$ cat src/rtl/ivr_pkg.sv
package ivr_pkg;
  localparam int ENTRY_WORDS = 8;
  localparam int ENTRY_BYTES = 32;
  localparam int IDX_W       = $clog2(ENTRY_WORDS);
  localparam int MIN_LOG2_WORDS = 4;

  localparam logic [2:0] REG_CTRL = 3'd0;
  localparam logic [2:0] REG_BASE = 3'd1;
  localparam logic [2:0] REG_RD   = 3'd2;
  localparam logic [2:0] REG_WR   = 3'd3;
  localparam logic [2:0] REG_WB   = 3'd4;

  typedef enum logic [1:0] {ST_IDLE, ST_ENTRY, ST_WB} ivrState_e;

  typedef struct packed {
    logic             takeVec;
    logic             commit;
    logic             selWb;
    logic [IDX_W-1:0] wordIdx;
  } ivrStrobe_t;
endpackage

$ cat src/rtl/ivrCtrl.sv
module ivrCtrl
  import ivr_pkg::*;
(
  input  logic       clk,
  input  logic       rstN,
  input  logic       vecValid,
  input  logic       memReady,
  input  logic       ringEn,
  input  logic       stallFull,
  input  logic       wbEn,
  output logic       vecReady,
  output logic       memValid,
  output ivrStrobe_t strobe
);
  ivrState_e state;
  logic [IDX_W-1:0] wordIdx;
  logic lastWord;

  assign lastWord = (wordIdx == IDX_W'(ENTRY_WORDS - 1));
  assign vecReady = (state == ST_IDLE) && ringEn && !stallFull;
  assign memValid = (state != ST_IDLE);

  always_comb begin
    strobe.takeVec = vecValid && vecReady;
    strobe.commit  = (state == ST_ENTRY) && memReady && lastWord;
    strobe.selWb   = (state == ST_WB);
    strobe.wordIdx = wordIdx;
  end

  always_ff @(posedge clk) begin
    if (!rstN) begin
      state   <= ST_IDLE;
      wordIdx <= '0;
    end else begin
      unique case (state)
        ST_IDLE: if (strobe.takeVec) begin
          state   <= ST_ENTRY;
          wordIdx <= '0;
        end
        ST_ENTRY: if (memReady) begin
          if (lastWord) state <= wbEn ? ST_WB : ST_IDLE;
          else          wordIdx <= wordIdx + 1'b1;
        end
        ST_WB: if (memReady) state <= ST_IDLE;
        default: state <= ST_IDLE;
      endcase
    end
  end
endmodule

$ cat src/rtl/ivrDatapath.sv
module ivrDatapath
  import ivr_pkg::*;
#(
  parameter int ADDR_W = 32,
  parameter int PTR_W  = 18
)(
  input  logic              clk,
  input  logic              rstN,
  input  logic              regWr,
  input  logic [2:0]        regAddr,
  input  logic [31:0]       regWrData,
  output logic [31:0]       regRdData,
  input  logic [7:0]        vecClient,
  input  logic [7:0]        vecSource,
  input  logic [7:0]        vecRingId,
  input  logic [3:0]        vecVmid,
  input  logic              vecVmidFlag,
  input  logic [47:0]       vecStamp,
  input  logic              vecStampFlag,
  input  logic [15:0]       vecPasid,
  input  logic              vecPasidFlag,
  input  logic [127:0]      vecPayload,
  input  ivrStrobe_t        strobe,
  output logic [ADDR_W-1:0] memAddr,
  output logic [31:0]       memData,
  output logic              ringEn,
  output logic              intrEn,
  output logic              ovfDetEn,
  output logic              drainEn,
  output logic              wbEn,
  output logic              full,
  output logic              ovf,
  output logic              irq
);
  localparam int MAX_LOG2_WORDS = PTR_W - 2;

  logic [4:0]        sizeField;
  logic [5:0]        effLog2;
  logic [PTR_W-1:0]  ptrMask, wptr, rptr, wptrInc;
  logic [ADDR_W-1:0] base, wbAddr;
  logic [ENTRY_WORDS-1:0][31:0] entryQ, entryD;
  logic [31:0] ctrlWord, wptrWord;

  always_comb begin
    if (sizeField < 5'(MIN_LOG2_WORDS))      effLog2 = 6'(MIN_LOG2_WORDS);
    else if (sizeField > 5'(MAX_LOG2_WORDS)) effLog2 = 6'(MAX_LOG2_WORDS);
    else                                     effLog2 = {1'b0, sizeField};
    ptrMask = PTR_W'((33'd1 << (effLog2 + 6'd2)) - 33'd1);
  end

  assign wptrInc = (wptr + PTR_W'(ENTRY_BYTES)) & ptrMask;
  assign full    = (wptrInc == rptr);
  assign irq     = intrEn && (wptr != rptr);

  // record packing, word order fixed by the consumer's decoder
  always_comb begin
    entryD[0] = {vecVmidFlag, 3'b0, vecVmid, vecRingId, vecSource, vecClient};
    entryD[1] = vecStamp[31:0];
    entryD[2] = {vecStampFlag, 15'b0, vecStamp[47:32]};
    entryD[3] = {vecPasidFlag, 15'b0, vecPasid};
    for (int i = 0; i < 4; i++) entryD[4+i] = vecPayload[32*i +: 32];
  end

  always_ff @(posedge clk) begin
    if (!rstN)              entryQ <= '0;
    else if (strobe.takeVec) entryQ <= entryD;
  end

  assign wptrWord = {ovf, {(31-PTR_W){1'b0}}, wptr};
  assign ctrlWord = {19'b0, sizeField, 3'b0, wbEn, drainEn, ovfDetEn, intrEn, ringEn};

  always_comb begin
    if (strobe.selWb) begin
      memAddr = wbAddr;
      memData = wptrWord;
    end else begin
      memAddr = base + ADDR_W'(wptr) + ADDR_W'({strobe.wordIdx, 2'b00});
      memData = entryQ[strobe.wordIdx];
    end
  end

  always_comb begin
    unique case (regAddr)
      REG_CTRL: regRdData = ctrlWord;
      REG_BASE: regRdData = 32'(base);
      REG_RD:   regRdData = 32'(rptr);
      REG_WR:   regRdData = wptrWord;
      REG_WB:   regRdData = 32'(wbAddr);
      default:  regRdData = '0;
    endcase
  end

  always_ff @(posedge clk) begin
    if (!rstN) begin
      {ringEn, intrEn, ovfDetEn, drainEn, wbEn} <= '0;
      sizeField <= '0;
      base      <= '0;
      wbAddr    <= '0;
      rptr      <= '0;
    end else if (regWr) begin
      unique case (regAddr)
        REG_CTRL: begin
          {wbEn, drainEn, ovfDetEn, intrEn, ringEn} <= regWrData[4:0];
          sizeField <= regWrData[12:8];
        end
        REG_BASE: base   <= ADDR_W'(regWrData);
        REG_RD:   rptr   <= regWrData[PTR_W-1:0] & ptrMask;
        REG_WB:   wbAddr <= ADDR_W'(regWrData);
        default: ;
      endcase
    end
  end

  // write offset and sticky flag: later assignments take priority
  always_ff @(posedge clk) begin
    if (!rstN) begin
      wptr <= '0;
      ovf  <= 1'b0;
    end else begin
      if (regWr && regAddr == REG_CTRL && regWrData[31]) ovf <= 1'b0;
      if (regWr && regAddr == REG_WR && !ringEn) begin
        wptr <= regWrData[PTR_W-1:0] & ptrMask;
        ovf  <= 1'b0;
      end
      if (strobe.commit) begin
        wptr <= wptrInc;
        if (ovfDetEn && !drainEn && full) ovf <= 1'b1;
      end
    end
  end
endmodule

$ cat src/rtl/ivRingWriter.sv
module ivRingWriter
  import ivr_pkg::*;
#(
  parameter int ADDR_W = 32,
  parameter int PTR_W  = 18
)(
  input  logic              clk,
  input  logic              rstN,
  input  logic              regWr,
  input  logic [2:0]        regAddr,
  input  logic [31:0]       regWrData,
  output logic [31:0]       regRdData,
  input  logic              vecValid,
  output logic              vecReady,
  input  logic [7:0]        vecClient,
  input  logic [7:0]        vecSource,
  input  logic [7:0]        vecRingId,
  input  logic [3:0]        vecVmid,
  input  logic              vecVmidFlag,
  input  logic [47:0]       vecStamp,
  input  logic              vecStampFlag,
  input  logic [15:0]       vecPasid,
  input  logic              vecPasidFlag,
  input  logic [127:0]      vecPayload,
  output logic              memValid,
  input  logic              memReady,
  output logic [ADDR_W-1:0] memAddr,
  output logic [31:0]       memData,
  output logic              irq
);
  ivrStrobe_t strobe;
  logic ringEn, intrEn, ovfDetEn, drainEn, wbEn, full, ovf;

  ivrCtrl i_ctrl (
    .clk(clk), .rstN(rstN), .vecValid(vecValid), .memReady(memReady),
    .ringEn(ringEn), .stallFull(drainEn && full), .wbEn(wbEn),
    .vecReady(vecReady), .memValid(memValid), .strobe(strobe)
  );

  ivrDatapath #(.ADDR_W(ADDR_W), .PTR_W(PTR_W)) i_dp (
    .clk(clk), .rstN(rstN), .regWr(regWr), .regAddr(regAddr),
    .regWrData(regWrData), .regRdData(regRdData),
    .vecClient(vecClient), .vecSource(vecSource), .vecRingId(vecRingId),
    .vecVmid(vecVmid), .vecVmidFlag(vecVmidFlag), .vecStamp(vecStamp),
    .vecStampFlag(vecStampFlag), .vecPasid(vecPasid), .vecPasidFlag(vecPasidFlag),
    .vecPayload(vecPayload), .strobe(strobe), .memAddr(memAddr), .memData(memData),
    .ringEn(ringEn), .intrEn(intrEn), .ovfDetEn(ovfDetEn), .drainEn(drainEn),
    .wbEn(wbEn), .full(full), .ovf(ovf), .irq(irq)
  );
endmodule

$ cat config.mk
export PLATFORM = sky130hd
export DESIGN_NAME = ivRingWriter
export DESIGN_NICKNAME = d
export VERILOG_FILES = /design/src/rtl/ivr_pkg.sv /design/src/rtl/ivrCtrl.sv /design/src/rtl/ivrDatapath.sv /design/src/rtl/ivRingWriter.sv
export SDC_FILE = /design/constraint.sdc
export NUM_CORES = 1
export LEC_CHECK = 0
export ABC_AREA = 1
export BUFFER_PORTS_ARGS = -buffer_cell sky130_fd_sc_hd__buf_2
export CAP_MARGIN = 20
export CORE_UTILIZATION = 50
export CTS_CLUSTER_DIAMETER = 100
export DETAILED_ROUTE_END_ITERATION = 10
export GPL_TIMING_DRIVEN = 0
export PLACE_DENSITY = 0.77
export SYNTH_ARGS = -nofsm -noshare
export SYNTH_HDL_FRONTEND = slang
export SYNTH_HIERARCHICAL = 1
export SYNTH_SLANG_ARGS = --single-unit
$ cat constraint.sdc
create_clock -name clk -period 4.2 [get_ports clk]
set_input_delay 0.63 -clock clk [delete_from_list [all_inputs] [get_ports clk]]
set_output_delay 0.63 -clock clk [all_outputs]
set_load 0.05 [all_outputs]
==> flow_summary.toml, run 1 <==
[clock_network]
cts_tree = "done"
h-tree-depth = 2
clk_pin_slew_ns = 0.06
cts-root-buf = "clkbuf_16"
numCtsBuffers = 38
postCtsHoldBufs = 0
clk_latency_ns = 0.56
clk_path_buf_depth = 3
clock_sinks = 339

[synthesis]
syn_area_mm2 = 0.0178
seq_area_frac_synth_pct = 38.2
yosysTopAreaCellShare_pct = 38.2
synth_commonest_cells = "nor2_1 (648), o21ai_0 (471), dfxtp_1 (339)"
synth_fp_nets = 2960
yosysWarnings = 6
ys.flop_type = "dfxtp_1"
yosysMostFrequentCell = "nor2_1"
synth_async_sr_flop_share_pct = 0
synth.area.top_cells = "dfxtp_1 (38%), nor2_1 (14%), o21ai_0 (13%)"
synth_edf_count = 0
syn_area_per_cell_um2 = 6.69
synthCells = 2655
netlist-cell-type-count = 47
yosysTopAreaCell = "dfxtp_1"
synth-seq-cells = 339

[global_routing]
overflow = 0
grt_use_total_pct = 46.9
grt_pass1_vias = 22000
gr-max-usage-layer = "met2"
grtUsageMet1_pct = 53.2
grt_max_degree = 14
grt_use_met3_pct = 12.3
antenna_found_initial = 7
grt_pass1_wl_mm = 128
use_met2_pct = 75.0

[job]
cap_violations = 0

[hold_path]
holdPathStages = 3
hold_class = "in -> reg"

[worst_setup_path]
cp_common_cell = "nand2_1"
ff2ff_path_depth = 34
critPathMaxStageDelay_ns = 0.37
cp-start-kind = "flop"
cp_data_arrival_time_ns = 5.11
cp_slowest_cell = "dfxtp_4"
crit_type = "reg -> reg"
cp_num_cells = 34
crit_buf_inv = 10
required_ns = 4.63
critPathMaxFanout = 8
critPathTopFamily = "simple AND/OR/NAND/NOR gates"
cp-end-kind = "flop"

[placement]
dp_slack_ns = -1.37
gp_congestion = 0.992
hpwl_mm = 58.3
io_buffers = 360

[pwr]
vdd_ir_drop_max_mv = 0.319
power_mw = 9.40
comb_power_share_pct = 27.4
leakage_nw = 10.9
p_sw_share_pct = 36.4
internal-power_mw = 5.98
seqPwrFrac_pct = 36.3
powerDensity_mw_per_mm2 = 370
clkPwrFrac_pct = 36.3
p_switching_mw = 3.42

[sta]
timing.final.crit_share_pct = 111
worst_slack_ns = -0.478
worst_pin_slew_ns = 1.17
period_minus_slack_ns = 4.68
maxSlewViolCount = 0
setup_viol = 248
rsz0062_at_grt = "yes"
finClkSkew_ns = 0.0356
finalHoldViolCount = 0
fmax_mhz = 214
final.hold.worst_slack_ns = 0.289
max_slew_margin_pct = 22.1

[routing]
vias = 23300
drt-initial-drc-count = 3050
vias_per_cell = 6.42
finalWirelength_mm = 92.5
final_antenna_net_count = 0
avgRoutedWirePerCell_um = 25.5
dr.pass1.iters = 7
drc = 0

[floorplanning]
dieArea_mm2 = 0.0363
row_count = 68
start_util_pct = 51.1
io_pins = 362
die_h_um = 190
die_w_um = 190
coreArea_mm2 = 0.0347

[run_status]
failed_checks = "negative setup slack"
status = "finished with violations"

[cells_and_area]
drive_above_1_share_pct = 32.2
nNetsFinal = 3452
syn_to_final_growth_pct = 42.9
-- cells in the final DEF, fill, tap and decap left out, drive strengths merged, types with 58 or more instances in the layout --
| master | n |
|---|---|
| nor2 | 665 |
| nand2 | 285 |
| o21ai | 478 |
| nand3 | 93 |
| o22ai | 58 |
| buf | 446 |
| dfxtp | 339 |
| clkbuf | 230 |
| a21oi | 159 |
| inv | 194 |
-- stage by stage --
step                      utilization (%)  cell area, µm²  instances  TNS, ns
after floorplan                         -           17800       2655        0
after global placement               58.1           20200       3470  -275.17
after detailed placement             58.1           20200       3470  -281.66
after CTS                            71.0           24700       3623   -29.69
after global routing                 73.1           25400       3630  -125.26
final                                73.1           25400       3632   -73.48
-- power groups by stage --
stage / clock, mW / sequential, mW / combinational (mW)
2_1_floorplan: 0 / 3.44 / 1.34
3_3_place_gp: 0 / 3.47 / 2.07
3_5_place_dp: 0 / 3.47 / 2.09
4_1_cts: 3.37 / 3.40 / 2.32
5_1_grt: 3.52 / 3.41 / 2.66
6_report: 3.41 / 3.41 / 2.58
-- tightest hold or removal path, delay by kind of cell --
family | cells | cell delay [ns]
AND/OR/NAND/NOR | 2 | 0.09
buffers and inverters | 1 | 0.09
-- area by class of cell --
| class | instances | area, µm² |
|---|---|---|
| fillers | 2564 | 9350 |
| clock buffers | 55 | 1100 |
| inverters | 196 | 756 |
| diodes | 3 | 7.51 |
| clock inverters | 12 | 143 |
| repair inverters | 1 | 16.3 |
| plain buffers | 164 | 1400 |
| well taps | 455 | 569 |
| repair buffers | 457 | 3230 |
| multi-input cells | 1950 | 11300 |
| flip-flops and latches | 339 | 6820 |
-- sequential cells by signal, summed over array words and instances (netlist names), 2 cells and up --
name / flops
i_dp/rptr: 18
i_dp/wbAddr: 32
i_dp/entryQ: 223
i_ctrl/state: 2
i_dp/wptr: 18
i_dp/base: 32
i_dp/sizeField: 5
i_ctrl/wordIdx: 3
-- metal layers --
| layer | part of all wire (%) | vias to the layer above |
|---|---|---|
| met5 | 0.018 | - |
| met4 | 10 | 4 |
| met3 | 13 | 728 |
| met2 | 43 | 1981 |
| met1 | 33 | 10700 |
| li1 | - | 9909 |
-- what timing repair did --
action | CTS | global route
setup buffers | 55 | 23
endpoints found under the setup margin | 252 | 252
resized for setup | 724 | 247
gates cloned | 35 | 7
endpoints found under the hold margin | 0 | 0
pin swaps | 247 | 99
-- logic make-up after synthesis --
logic type      after synthesis  share of synthesized area [%]
fa+ha+maj                    42                           3.13
simple gates               1101                           25.4
flops                       339                           38.2
buf+inv                     366                           7.74
compound gates              785                           24.4
xor+xnor                     22                           1.13
-- final timing paths --
kind | slack (ns) | from | to
setup / recovery | -0.48 | i_dp/sizeField[4]$_SDFFE_PN0P_ | i_dp/entryQ[174]$_SDFFE_PN0P_
hold reg to reg | 0.48 | i_dp/wbAddr[10]$_SDFFE_PN0P_ | i_dp/wbAddr[10]$_SDFFE_PN0P_
hold / removal | 0.29 | vecPasid[0] | i_dp/entryQ[96]$_SDFFE_PN0P_
setup reg to reg | -0.48 | i_dp/sizeField[4]$_SDFFE_PN0P_ | i_dp/entryQ[174]$_SDFFE_PN0P_
Note: power is estimated with default switching activity, not from simulation.
==> run 2: changes to the inputs <==
--- a/config.mk
+++ b/config.mk
@@ -8,11 +8,13 @@
 export ABC_AREA = 1
 export BUFFER_PORTS_ARGS = -buffer_cell sky130_fd_sc_hd__buf_2
 export CAP_MARGIN = 20
-export CORE_UTILIZATION = 50
+export CELL_PAD_IN_SITES_DETAIL_PLACEMENT = 1
+export CELL_PAD_IN_SITES_GLOBAL_PLACEMENT = 2
+export CORE_UTILIZATION = 27
 export CTS_CLUSTER_DIAMETER = 100
 export DETAILED_ROUTE_END_ITERATION = 10
 export GPL_TIMING_DRIVEN = 0
-export PLACE_DENSITY = 0.77
+export PLACE_DENSITY_LB_ADDON = 0.1
 export SYNTH_ARGS = -nofsm -noshare
 export SYNTH_HDL_FRONTEND = slang
 export SYNTH_HIERARCHICAL = 1
==> flow_summary.toml, run 2 (synthesis results as in run 1) <==
[run_status]
status = "finished with violations"
failed_checks = "negative setup slack"

[worst_setup_path]
r2r_end = "i_dp/entryQ[48]$_SDFFE_PN0P_"
cp-endpoint = "vecReady"
regToRegSetupSlack_ns = -0.46
crit_type = "reg -> out"
startpoint = "i_dp/sizeField[3]$_SDFFE_PN0P_"
crit_buf_inv = 7
critPathMaxStageDelay_ns = 0.39
cp_num_cells = 25
cp_data_arrival_time_ns = 4.10
r2r-start = "i_dp/sizeField[3]$_SDFFE_PN0P_"
cp-start-kind = "flop"
cp_slowest_cell = "o21ai_1"
ff2ff_path_depth = 33
required_ns = 3.57
cp-end-kind = "output port"
critPathTopFamily = "simple AND/OR/NAND/NOR gates"
critPathMaxFanout = 4

[sta]
final.hold.worst_slack_ns = 0.224
rsz0062_at_grt = "yes"
worst_pin_slew_ns = 0.963
finalHoldViolCount = 0
period_minus_slack_ns = 4.73
max_slew_margin_pct = 35.8
maxSlewViolCount = 0
worst_slack_ns = -0.527
setup_viol = 228
timing.final.crit_share_pct = 113
finClkSkew_ns = 0.0648
fmax_mhz = 212
tns_ns = -84.27

[cells_and_area]
final_cell_mix = "nor2_1 (390), buf_2 (340), dfxtp_1 (319), o21ai_0 (294), nand2_1 (261)"
reg.largest.list = "i_dp/entryQ x223, i_dp/base x32, i_dp/wbAddr x32"
nFillCells = 8001
largest_register = "i_dp/entryQ"
syn_to_final_growth_pct = 51.4
nNetsFinal = 3471
finalNonFillerCells = 4054
final_common_cell = "nor2_1"
largest_reg_flops = 223
register_area_mm2 = 0.00684
multiInputGateArea_mm2 = 0.0119
drive_above_1_share_pct = 34.1

[floorplanning]
coreArea_mm2 = 0.0647
die_w_um = 258
start_util_pct = 27.4
io_pins = 362
dieArea_mm2 = 0.0668
die_h_um = 258
row_count = 93

[clock_network]
cts_tree = "done"
clock_sinks = 339
clk_latency_ns = 0.62
cts-root-buf = "clkbuf_16"
clk_pin_slew_ns = 0.05
numCtsBuffers = 44
clk_path_buf_depth = 3
h-tree-depth = 2

[hold_path]
hold_class = "in -> reg"
holdPathStages = 3

[pwr]
vdd_ir_drop_max_mv = 0.338
powerDensity_mw_per_mm2 = 364
leakage_nw = 11.2

[placement]
hpwl_mm = 74.7
io_buffers = 360
gp_congestion = 0.917
dp_slack_ns = -1.87
placed_cells = 3871

[global_routing]
antenna_found_initial = 3
overflow = 0
grt_max_degree = 16
grt_use_total_pct = 29.0
grt_pass1_wl_mm = 143
grt_pass1_vias = 22200

[routing]
drt-initial-drc-count = 1181
dr.pass1.iters = 5
avgRoutedWirePerCell_um = 24.4
drc = 0
vias_per_cell = 5.20
finalWirelength_mm = 99.0
final_antenna_net_count = 0
vias = 21100

[job]
cap_violations = 0
[run 2: changes by cell type in the layout (fill, tap and decap cells not counted), moves of 8 or more]
cell / change
buf_6: +16
o21ai_1: +21
o21ai_0: +15
nand3_2: +14
nor2_4: +80
o21ai_2: -36
nor2_2: -47
buf_2: -14
dfxtp_1: -8
nand3_1: -13
buf_12: +13
buf_4: +8
nor2_1: -33
[run 2: routing by layer]
layer / global-route usage, % / share of wire [%] / up-vias
met3: 2.78 / 3.9 / 157
li1: - / - / 9928
met2: 52.5 / 51 / 536
met1: 35.3 / 41 / 10500
met4: 10.5 / 3.7 / 0
met5: 0 / 0 / -
[run 2: layout make-up]
class	instances	share of cell area, %
repair inverters	1	0.0605
clock inverters	11	0.382
well taps	855	3.98
repair buffers	471	13.2
plain buffers	163	5.05
diodes	1	0.00931
clock buffers	67	4.86
inverters	196	2.86
multi-input cells	1950	44.2
flip-flops and latches	339	25.4
[run 2: worst min-delay path by stage]
| stage | from | to | slack, ns |
|---|---|---|---|
| 6_report | vecClient[7] | i_dp/entryQ[7]$_SDFFE_PN0P_ | 0.22 |
| 5_1_grt | vecStamp[7] | i_dp/entryQ[39]$_SDFFE_PN0P_ | 0.22 |
| 4_1_cts | vecSource[1] | i_dp/entryQ[9]$_SDFFE_PN0P_ | 0.20 |
| 3_5_place_dp | i_dp/wbAddr[26]$_SDFFE_PN0P_ | i_dp/wbAddr[26]$_SDFFE_PN0P_ | 0.47 |
| 3_3_place_gp | i_dp/wbAddr[24]$_SDFFE_PN0P_ | i_dp/wbAddr[24]$_SDFFE_PN0P_ | 0.46 |
| 2_1_floorplan | i_dp/wbAddr[10]$_SDFFE_PN0P_ | i_dp/wbAddr[10]$_SDFFE_PN0P_ | 0.44 |
[run 2: report_power, final]
part	switching (mW)	total [mW]	internal [mW]
Combinational	1.88	2.62	0.733
Sequential	0.0806	3.39	3.31
Clock	1.61	3.77	2.16
Total	3.58	9.78	6.20
[run 2: metrics by stage]
stage          utilization [%]  area (µm²)  total power [mW]
5_1_grt                   41.6       26900              10.1
4_1_cts                   39.9       25800              9.76
3_3_place_gp              31.9       20700              5.71
2_1_floorplan                -       17800              4.78
3_5_place_dp              31.9       20700              5.73
6_report                  41.6       26900              9.78
[run 2: worst min-delay path: stages]
cell,delay [ns]
buf_2,0.07
nor2_1,0.03
nor2_1,0.07
[run 2: timing repair]
item	4_1_cts	5_1_grt
pin swaps	214	124
endpoints found under the setup margin	282	250
cloned	35	2
hold buffers	0	0
resized for setup	782	357
setup buffers	59	31
==> run 3: changes to the inputs <==
--- a/config.mk
+++ b/config.mk
@@ -15,6 +15,7 @@
 export DETAILED_ROUTE_END_ITERATION = 10
 export GPL_TIMING_DRIVEN = 0
 export PLACE_DENSITY_LB_ADDON = 0.1
+export SLEW_MARGIN = 20
 export SYNTH_ARGS = -nofsm -noshare
 export SYNTH_HDL_FRONTEND = slang
 export SYNTH_HIERARCHICAL = 1
==> constraint.sdc (replaced) <==
create_clock -name clk -period 4.2 [get_ports clk]
set_input_delay 0.84 -clock clk [delete_from_list [all_inputs] [get_ports clk]]
set_output_delay 0.84 -clock clk [all_outputs]
set_load 0.05 [all_outputs]
==> flow_summary.toml, run 3 (synthesis results as in run 1) <==
[sta]
worst_slack_ns = -0.657
max_slew_margin_pct = 35.1
finClkSkew_ns = 0.0535
period_minus_slack_ns = 4.86
timing.final.crit_share_pct = 116
finalHoldViolCount = 0
rsz0062_at_grt = "yes"
maxSlewViolCount = 0
setup_viol = 243
fmax_mhz = 206
worst_pin_slew_ns = 0.970

[cells_and_area]
largest_register = "i_dp/entryQ"
largest_reg_flops = 223
num_antenna_cells = 0
syn_to_final_growth_pct = 50.2
drive_above_1_share_pct = 33.1
final_cell_mix = "nor2_1 (526), buf_2 (332), dfxtp_1 (316), nand2_1 (260), o21ai_0 (248)"
final_common_cell = "nor2_1"
nNetsFinal = 3494
reg.largest.list = "i_dp/entryQ x223, i_dp/base x32, i_dp/wbAddr x32"
finalNonFillerCells = 4071

[routing]
drc = 0
finalWirelength_mm = 101
vias_per_cell = 5.22
final_antenna_net_count = 0
avgRoutedWirePerCell_um = 24.9
dr.pass1.iters = 6
vias = 21200
drt-initial-drc-count = 1061

[placement]
hpwl_mm = 74.6
gp_congestion = 0.907
io_buffers = 360
dp_slack_ns = -1.87
placed_cells = 3870

[worst_setup_path]
r2r-start = "i_dp/sizeField[3]$_SDFFE_PN0P_"
crit_type = "reg -> out"
required_ns = 3.36
critPathMaxFanout = 4
cp-start-kind = "flop"
cp_data_arrival_time_ns = 4.02
ff2ff_path_depth = 37
regToRegSetupSlack_ns = -0.43
cp_slowest_cell = "dfxtp_4"
critPathMaxStageDelay_ns = 0.36
r2r_end = "i_dp/entryQ[55]$_SDFFE_PN0P_"
cp-end-kind = "output port"

[run_status]
failed_checks = "negative setup slack"
status = "finished with violations"

[clock_network]
h-tree-depth = 2
numCtsBuffers = 44
clk_path_buf_depth = 3
postCtsHoldBufs = 0
clk_latency_ns = 0.62
cts-root-buf = "clkbuf_16"
clock_sinks = 339
cts_tree = "done"
clk_pin_slew_ns = 0.05

[floorplanning]
die_h_um = 258
die_w_um = 258
dieArea_mm2 = 0.0668
io_pins = 362
row_count = 93
coreArea_mm2 = 0.0647
start_util_pct = 27.4

[global_routing]
grt_use_total_pct = 29.6
grt_pass1_wl_mm = 147
grt_pass1_vias = 22600
antenna_found_initial = 3
overflow = 0
grt_max_degree = 14

[pwr]
leakage_nw = 11.4
power_mw = 9.84
vdd_ir_drop_max_mv = 0.286
powerDensity_mw_per_mm2 = 369

[hold_path]
worstHoldStart = "vecSource[0]"
hold_end = "i_dp/entryQ[8]$_SDFFE_PN0P_"
holdPathStages = 3
hold_class = "in -> reg"

[job]
cap_violations = 0
==> run 3: cell count changes in the layout (fill, tap and decap cells not counted), sizes merged <==
cell	delta
buf	+22
clkbuf	-6
bufinv	+2
clkinv	-1
diode	-1
o21ai	+1
==> run 3: timing repair <==
action | CTS | global route
resized for setup | 806 | 280
setup endpoints to repair | 293 | 266
pin swaps | 261 | 154
gates cloned | 42 | 3
setup buffers | 93 | 26
==> run 3: routing by layer <==
metal  GRT usage, %  vias up  part of all wire (%)
met5              0        -                 0.013
met4           12.9        2                   4.3
met3           3.19      182                   3.9
met2           53.2      562                    50
met1           35.5    10500                    41
li1               -     9974                     -
==> run 3: worst max-delay path by stage <==
stage,startpoint,endpoint,slack [ns],cells after the start
2_1_floorplan,i_dp/sizeField[4]$_SDFFE_PN0P_,i_dp/entryQ[100]$_SDFFE_PN0P_,0.002,36
3_3_place_gp,i_dp/sizeField[1]$_SDFFE_PN0P_,i_dp/entryQ[0]$_SDFFE_PN0P_,-1.84,36
3_5_place_dp,i_dp/sizeField[4]$_SDFFE_PN0P_,i_dp/entryQ[189]$_SDFFE_PN0P_,-1.87,35
4_1_cts,i_dp/sizeField[3]$_SDFFE_PN0P_,vecReady,-0.74,29
5_1_grt,i_dp/sizeField[3]$_SDFFE_PN0P_,vecReady,-0.93,29
6_report,i_dp/sizeField[3]$_SDFFE_PN0P_,vecReady,-0.66,29
==> run 3: layout make-up <==
class,count,area (µm²)
Fill cell,8052,38000
Multi-Input combinational cell,1951,11300
Sequential cell,339,6850
Timing Repair Buffer,495,3830
Buffer,161,1420
Clock buffer,61,1240
Tap cell,855,1070
Inverter,196,761
Clock inverter,12,154
Timing Repair inverter,1,16.3
==> run 3: critical path: cells and delay by family (launching register included) <==
kind,cells,cell delay (ns)
flops,1,0.36
buf+inv,5,0.36
compound gates,2,0.15
fa+ha+maj,2,0.46
simple gates,20,2.09
==> run 3: power breakdown <==
part	internal (mW)	leakage, nW	total (mW)	switching [mW]
Sequential	3.31	2.76	3.40	0.0848
Clock	2.19	0.692	3.78	1.59
Combinational	0.765	7.99	2.66	1.89
Total	6.27	11.4	9.84	3.56
==> run 3: stage by stage <==
step,instance area [µm²],setup TNS (ns),util [%],hold WS [ns]
after detailed placement,20700,-397.89,31.9,0.471
after global routing,26700,-146.06,41.2,0.433
final,26700,-80.43,41.2,0.441
after global placement,20700,-391.19,31.9,0.456
after floorplan,17800,0,-,0.439
after CTS,26100,-101.97,40.3,0.412
